<file path="src/rtl/intrq_pkg.sv">
// Shared types and defaults for the drive interrupt request controller.
package intrq_pkg;
    // Transfer mode latched at each command write.
    typedef enum logic {
        XFER_PIO = 1'b0,
        XFER_DMA = 1'b1
    } xfer_e;

    // Command classes whose first PIO block raises no interrupt (codes 1..4).
    localparam logic [7:0] DEF_SKIP_MASK = 8'b0001_1110;
endpackage

</file>
<file path="src/rtl/intrq_cmd_track.sv">
// Tracks the running command: latches the transfer mode and a first-block
// skip flag at each command write, and turns block-ready and completion
// pulses into raise requests.
// Assumes strobes are single-cycle and cmd_type/xfer_dma are valid with cmd_wr.
module intrq_cmd_track
    import intrq_pkg::*;
#(
    parameter int CMD_W = 3,
    parameter logic [(1<<CMD_W)-1:0] SKIP_MASK = DEF_SKIP_MASK[(1<<CMD_W)-1:0]
) (
    input  logic             clk,
    input  logic             rst_n,
    input  logic             soft_rst,
    input  logic             cmd_wr,
    input  logic [CMD_W-1:0] cmd_type,
    input  logic             xfer_dma,
    input  logic             blk_rdy,
    input  logic             cmd_done,
    output logic             raise_req
);
    xfer_e mode_q;
    logic  skip_q;
    logic  pio_blk;

    // Block pulse that counts in PIO mode.
    assign pio_blk = blk_rdy && (mode_q == XFER_PIO);

    // Latch the mode and skip flag; consume the flag on the first PIO block.
    always_ff @(posedge clk) begin
        if (!rst_n || soft_rst) begin
            mode_q <= XFER_PIO;
            skip_q <= 1'b0;
        end else if (cmd_wr) begin
            mode_q <= xfer_e'(xfer_dma);
            skip_q <= SKIP_MASK[cmd_type] && !xfer_dma;
        end else if (pio_blk || cmd_done) begin
            skip_q <= 1'b0;
        end
    end

    // Raise on a counted block or on completion; never during a command write or reset.
    always_comb begin
        raise_req = !cmd_wr && !soft_rst && ((pio_blk && !skip_q) || cmd_done);
    end


    // DMA mode: a block pulse on its own never raises.
    dma_blk_quiet_chk: assert property (@(posedge clk) disable iff (!rst_n)
        (mode_q == XFER_DMA && blk_rdy && !cmd_done) |-> !raise_req);


    // The skip flag drops after the first PIO block is seen.
    skip_once_chk: assert property (@(posedge clk) disable iff (!rst_n)
        (skip_q && pio_blk && !cmd_wr && !soft_rst) |=> !skip_q);


    // Nothing is raised in a command write cycle.
    wr_no_raise_chk: assert property (@(posedge clk) disable iff (!rst_n)
        cmd_wr |-> !raise_req);
endmodule

</file>
<file path="src/rtl/intrq_pend.sv">
// Pending-interrupt register.
// Priority: hardware reset, software reset, raise, then command-write/status-read clear.
// Assumes raise_req is already suppressed in command write cycles.
module intrq_pend (
    input  logic clk,
    input  logic rst_n,
    input  logic soft_rst,
    input  logic cmd_wr,
    input  logic stat_rd,
    input  logic raise_req,
    output logic pend
);
    // Update the pending bit by event priority.
    always_ff @(posedge clk) begin
        if (!rst_n)                pend <= 1'b0;
        else if (soft_rst)         pend <= 1'b0;
        else if (raise_req)        pend <= 1'b1;
        else if (cmd_wr || stat_rd) pend <= 1'b0;
    end


    srst_clear_chk: assert property (@(posedge clk) disable iff (!rst_n)
        soft_rst |=> !pend);


    cmd_clear_chk: assert property (@(posedge clk) disable iff (!rst_n)
        cmd_wr |=> !pend);


    stat_win_chk: assert property (@(posedge clk) disable iff (!rst_n)
        (stat_rd && raise_req && !soft_rst) |=> pend);


    hold_chk: assert property (@(posedge clk) disable iff (!rst_n)
        (!soft_rst && !raise_req && !cmd_wr && !stat_rd) |=> $stable(pend));
endmodule

</file>
<file path="src/rtl/intrq_gate.sv">
// Output gating: drives the line only for a selected drive with interrupts enabled.
// Assumes the pin buffer floats the pad when the output enable is low.
module intrq_gate (
    input  logic pend,
    input  logic irq_dis,
    input  logic drv_sel,
    output logic intrq,
    output logic intrq_oe
);
    // Combine the gate conditions with the pending bit.
    always_comb begin
        intrq_oe = drv_sel && !irq_dis;
        intrq    = pend && intrq_oe;
    end


    always_comb begin
        gate_level_chk: assert (!(intrq && !intrq_oe));
    end
endmodule

</file>
<file path="src/rtl/intrq_ctrl.sv">
// Top of the drive interrupt request controller: command tracking, pending
// register and output gating. All state is reset synchronously by rst_n.
module intrq_ctrl
    import intrq_pkg::*;
#(
    parameter int CMD_W = 3,
    parameter logic [(1<<CMD_W)-1:0] SKIP_MASK = DEF_SKIP_MASK[(1<<CMD_W)-1:0]
) (
    input  logic             clk,
    input  logic             rst_n,
    input  logic             soft_rst,
    input  logic             irq_dis,
    input  logic             drv_sel,
    input  logic             cmd_wr,
    input  logic             stat_rd,
    input  logic [CMD_W-1:0] cmd_type,
    input  logic             xfer_dma,
    input  logic             blk_rdy,
    input  logic             cmd_done,
    output logic             intrq,
    output logic             intrq_oe
);
    logic raise_req;
    logic pend;

    intrq_cmd_track #(.CMD_W(CMD_W), .SKIP_MASK(SKIP_MASK)) u_track (
        .clk(clk), .rst_n(rst_n), .soft_rst(soft_rst), .cmd_wr(cmd_wr),
        .cmd_type(cmd_type), .xfer_dma(xfer_dma), .blk_rdy(blk_rdy),
        .cmd_done(cmd_done), .raise_req(raise_req)
    );

    intrq_pend u_pend (
        .clk(clk), .rst_n(rst_n), .soft_rst(soft_rst), .cmd_wr(cmd_wr),
        .stat_rd(stat_rd), .raise_req(raise_req), .pend(pend)
    );

    intrq_gate u_gate (
        .pend(pend), .irq_dis(irq_dis), .drv_sel(drv_sel),
        .intrq(intrq), .intrq_oe(intrq_oe)
    );


    rst_clear_chk: assert property (@(posedge clk)
        !rst_n |=> !intrq);


    done_raise_chk: assert property (@(posedge clk) disable iff (!rst_n)
        (cmd_done && !cmd_wr && !soft_rst && drv_sel && !irq_dis) |=>
            (intrq || irq_dis || !drv_sel));
endmodule

</file>
<file path="config.mk">
export PLATFORM = sky130hd
export DESIGN_NAME = intrq_ctrl
export DESIGN_NICKNAME = d
export VERILOG_FILES = /design/src/rtl/intrq_pkg.sv /design/src/rtl/intrq_cmd_track.sv /design/src/rtl/intrq_pend.sv /design/src/rtl/intrq_gate.sv /design/src/rtl/intrq_ctrl.sv
export SDC_FILE = /design/constraint.sdc
export NUM_CORES = 1
export LEC_CHECK = 0
export BUFFER_PORTS_ARGS = -buffer_cell sky130_fd_sc_hd__buf_2
export CAP_MARGIN = 10
export CORE_AREA = 5 5 42 44
export DETAILED_ROUTE_END_ITERATION = 8
export DIE_AREA = 0 0 47 49
export PLACE_DENSITY = 0.31
export SYNTH_ARGS = -nofsm -noshare
export SYNTH_HDL_FRONTEND = slang
export SYNTH_SLANG_ARGS = --single-unit
</file>
<file path="constraint.sdc">
create_clock -name clk -period 1.4 [get_ports clk]
set_input_delay 0.07 -clock clk [delete_from_list [all_inputs] [get_ports clk]]
set_output_delay 0.07 -clock clk [all_outputs]
set_load 0.01 [all_outputs]
</file>
# --- After elaboration in Yosys (flattened, before gate mapping) ---
# Memory sizes are Yosys's and may differ from the RTL's.
# Index checks and enable logic that the tools add are counted.
classes:
  n_lt_le_gt_ge: 1
  n_reduce_logical: 20
  n_mux: 5
  n_bitwise: 2
op_table:
  columns: ["operator", "count"]
  rows:
  - ["1-bit logical AND", 7]
  - ["1-bit zero test", 6]
  - ["1-bit two-way mux", 5]
  - ["1-bit logical OR", 4]
  - ["3-bit by 4-bit < comparator with 1-bit output (second input constant)", 1]
  - ["2-bit nonzero test", 2]
  - ["1-bit inverter", 2]
  - ["2-bit OR reduction", 1]
word_totals:
  n_memories: 1
  elab_cells: 32
  rom_bits: 8
  in_bits: 13
  output_inout_bits: 2
  regBits: 3
mem_list:
  columns: ["memory", "words", "width", "rd", "rd_ports_with_merged_regs", "write_ports", "line_no", "source"]
  rows:
  - ["(no name shown)", 8, 1, 1, 0, 0, "intrq_cmd_track.sv:35", "skip_q <= SKIP_MASK[cmd_type] && !xfer_dma;"]

# --- Longest topological paths before layout ---
depth:
  word_depth: 6
  ltp_mapped: 3

# --- Modules after synthesis ---
# A second synthesis with hierarchy kept.
unflattened:
  cells_unflattened: 21
  area_unflattened_um2: 181.4
modules_own_cells:
  columns: ["mod", "cells_each", "seq_area_each_um2", "area_each_um2", "instances"]
  rows:
  - ["intrq_cmd_track", 15, 40.0, 120.1, 1]
  - ["intrq_pend", 4, 20.0, 46.3, 1]
  - ["intrq_gate", 2, 0.0, 15.0, 1]

# --- Least setup slack after synthesis ---
# Ideal clock, no wire load.
synth_timing:
  kind: "register -> register"
  startpoint: "register u_track.mode_q"
  endpoint: "register u_pend.pend"
  synth_period_minus_slack_ns: 0.805
  path_stages_with_launch: 4
  t_arrival_ns: 0.732
  path_slack_ns: 0.595
  path_cell_list: "dfxtp_1 -> nand2b_4 -> o221a_2 -> nor3_2"
synth_between:
  elab_chain_len: 6
  word_cells_on_any_way: 7
synth_rtl:
  columns: ["item", "line_no", "source"]
  rows:
  - ["start: declaration", "intrq_cmd_track.sv:21", "xfer_e mode_q;"]
  - ["start signal: assignment", "intrq_cmd_track.sv:34", "mode_q <= xfer_e'(xfer_dma);"]
  - ["1-bit inverter *", "intrq_cmd_track.sv:26", "assign pio_blk = blk_rdy && (mode_q == XFER_PIO);"]
  - ["1-bit logical AND *", "intrq_cmd_track.sv:26", null]
  - ["1-bit logical AND *", "intrq_cmd_track.sv:43", "raise_req = !cmd_wr && !soft_rst && ((pio_blk && !skip_q) || cmd_done);"]
  - ["1-bit logical OR *", "intrq_cmd_track.sv:43", null]
  - ["1-bit logical AND *", "intrq_cmd_track.sv:43", null]
  - ["1-bit two-way mux / 2-bit nonzero test (equally long branches)", null, null]
  - ["end signal: assignment", "intrq_pend.sv:16", "else if (soft_rst) pend <= 1'b0;"]
  - ["end signal: assignment", "intrq_pend.sv:17", "else if (raise_req) pend <= 1'b1;"]
  - ["end signal: assignment", "intrq_pend.sv:18", "else if (cmd_wr || stat_rd) pend <= 1'b0;"]
  - ["end: declaration", "intrq_pend.sv:11", "output logic pend"]
# Mark *: on every way between the ends. The rest lies on a longest branch, timed or not.
# A chain may end at the register's enable or synchronous reset.

# --- Final worst setup path ---
layout_timing:
  startpoint: "register u_pend.pend"
  endpoint: "output port intrq"
layout_between:
  elab_chain_len: 1
layout_rtl:
  columns: ["item", "line_no", "source"]
  rows:
  - ["start signal: assignment", "intrq_pend.sv:15", "if (!rst_n) pend <= 1'b0;"]
  - ["start signal: assignment", "intrq_pend.sv:16", null]
  - ["start signal: assignment", "intrq_pend.sv:17", null]
  - ["1-bit logical AND", "intrq_gate.sv:13", "intrq = pend && intrq_oe;"]
  - ["end: declaration", "intrq_ctrl.sv:20", "output logic intrq,"]
# Every way passes these cells.

==> reports/qor.csv <==
stage;metric;value;unit
run_status;outcome;finished, final reports clean;
routing;first_pass_iters;2;
layout;area_growth;68.9;%
synth;synth-seq-cells;3;
layout;post-route-util;20.4;%
floorplan;core-area;0.00140;sq mm
sta;rsz0062_at_grt;false;
floorplan;die-height;49;um
layout;drive_gt1_share;54.1;%
clocking;cts_buffers;3;
clocking;clock_sinks;3;
clocking;post_cts_resized;0;
setup_path;end_kind;primary output;
sta;fin_crit_sh;60.8;%
clocking;postCtsHoldBufs;0;
routing;drt_iter0_markers;2;
global_routing;grt_max_degree;5;
global_routing;grt_util_met1;5.27;%
setup_path;crit_start;u_pend.pend$_SDFFE_PP0P_;
synth;synth_cell_type_count;15;
floorplan;start_util;12.1;%
layout;antennaDiodeCount;0;
setup_path;cp_cell_sequence;and2_1 -> buf_2;
sta;tightest_slew;0.149;ns
clocking;cts.htree.levels;1;
routing;avgRoutedWirePerCell;8.70;um
sta;tns;0;ns
setup_path;worstPathArrival;0.78;ns
layout;nFillCells;171;
routing;viasPerCell;3.68;
setup_path;crit_type;flop to primary output;
setup_path;cp_slowest_cell;dfxtp_1;
global_routing;antenna_found_initial;0;
setup_path;r2r_start;u_track.mode_q$_SDFFE_PP0P_;
global_routing;track_usage;4.79;%
layout;multi_input_area;101;sq um
setup_path;cp_max_fo;2;
setup_path;path_delay_family;flip-flops;
global_routing;met2_usage;5.66;%
setup_path;timing.reg2reg.setup_slack;0.57;ns
routing;wirelength;461;um
clocking;clockBufferDepth;2;
synth;synth_area;169;sq um
clocking;tritoncts;yes;
clocking;cts_setup_buffers;0;
clocking;cts_root_buf;clkbuf_4;
setup_path;cp_num_buf_inv;1;
floorplan;io_pins;15;
sta;maxSlewViolCount;0;
sta;hold_ws;0.0562;ns
power;power-per-cell-area;987;mW/mm^2
clocking;clk_transition_reported_paths;0.04;ns
min_path;hp-start;cmd_wr;
synth;synth_nets;32;
place;port-buffer-count;14;
clocking;clkLatencyLatePin;0.23;ns
routing;drc;0;
layout;nets;51;
routing;ant_nets;0;
place;place_congestion;0.624;
routing;vias;195;
synth;synth_cells;19;
sta;fin_crit;0.851;ns
floorplan;fp-row-count;14;
global_routing;grt_pass1_wl;724;um
global_routing;grt_pass1_vias;188;
global_routing;busiest_layer;met2;
flow_run;drv_cap;0;
setup_path;critPathMaxStageDelay;0.30;ns
setup_path;critPathRequiredTime;1.33;ns
power;ir_worst_vdd;305;uV
synth;syn_area_per_cell;8.89;sq um
min_path;hold_path.class;input pin to flop;
synth;ys_seq_area_share;35.6;%
sta;timing.fmax;1180;MHz
floorplan;fp.dieArea;0.00230;sq mm
sta;setup_viol_count_final;0;
synth;ys_warn_count;0;
sta;hold_viol;0;
floorplan;fp.dieW;47;um
layout;seq_area;60.1;sq um
global_routing;met3_usage;2.58;%
setup_path;start_kind;flop;
sta;finClkSkew;0.00355;ns
global_routing;grt-ovfl-total;0;
power;power.leakage;0.135;nW
sta;maxSlewHeadroom;90.0;%
-- per-layer routing --
metal  part of all wire (%)  routed length (um)
met1                     45                 208
met2                     39                 179
met3                     16                  74
met4                      0                   0
met5                      0                   0
-- per-stage QoR --
step / setup slack, ns / std cells / total power (W) / cell area (sq um)
finish: 0.549 / 53 / 0.000281 / 285
global route: 0.514 / 53 / 0.000305 / 285
CTS: 0.535 / 53 / 0.000291 / 285
detailed placement: 0.570 / 49 / 0.000132 / 259
global placement: 0.586 / 49 / 0.000131 / 259
floorplan: 0.595 / 19 / 0.000108 / 169
-- cell usage after synthesis --
library cell	n	area share [%]
o21ai_0	1	3.0
nor3_2	1	5.9
nand3_1	1	3.0
nor2_1	2	4.4
dfxtp_1	3	36
and2_1	1	3.7
mux2i_1	1	5.9
nand2b_4	1	8.1
or3_1	1	3.7
inv_1	2	4.4
nand4b_1	1	5.2
nor2b_1	1	3.7
a21oi_1	1	3.0
nand2b_1	1	3.7
o221a_2	1	6.7
-- flip-flops by register name, summed over array words and instances (netlist names) --
signal,count
u_track.mode_q,1
u_track.skip_q,1
u_pend.pend,1
-- final cells by class --
class	instances	area share [%]
inverter	2	2.63
sequential	3	21.1
clock buffer	4	9.21
tap	16	7.02
timing repair buffer	14	24.6
multi-input combinational	14	35.5
-- where the power goes --
group | internal [W] | total [W] | switching, W
Sequential | 0.0000886 | 0.0000897 | 0.00000112
Clock | 0.000107 | 0.000152 | 0.0000452
Combinational | 0.0000236 | 0.0000396 | 0.0000161
Total | 0.000219 | 0.000281 | 0.0000624
-- cell usage in the layout (no fill, tap or decap) --
cell type	instances
or3_1	1
and2_1	1
a21oi_1	1
nand2b_1	1
dfxtp_1	3
nand4b_1	1
nand2b_4	1
mux2i_1	1
nor2b_1	1
buf_2	14
nor2_1	2
clkbuf_1	1
o221a_2	1
nor3_2	1
clkbuf_4	3
inv_1	2
o21ai_0	1
nand3_1	1
-- final timing paths --
check | to | cells past startpoint
min reg2reg | u_track.skip_q$_SDFFE_PP0P_ | 2
min | u_pend.pend$_SDFFE_PP0P_ | 2
max reg2reg | u_pend.pend$_SDFFE_PP0P_ | 3
max | intrq | 2
-- kinds of logic after synthesis --
family                 Yosys count  synth area share, %
multiplexers                     1                 5.93
AND/OR/NAND/NOR                 10                 41.5
buffers and inverters            2                 4.45
AO/OA/AOI/OAI                    3                 12.6
flip-flops                       3                 35.6
No activity file was read; power rests on OpenSTA's default activity.
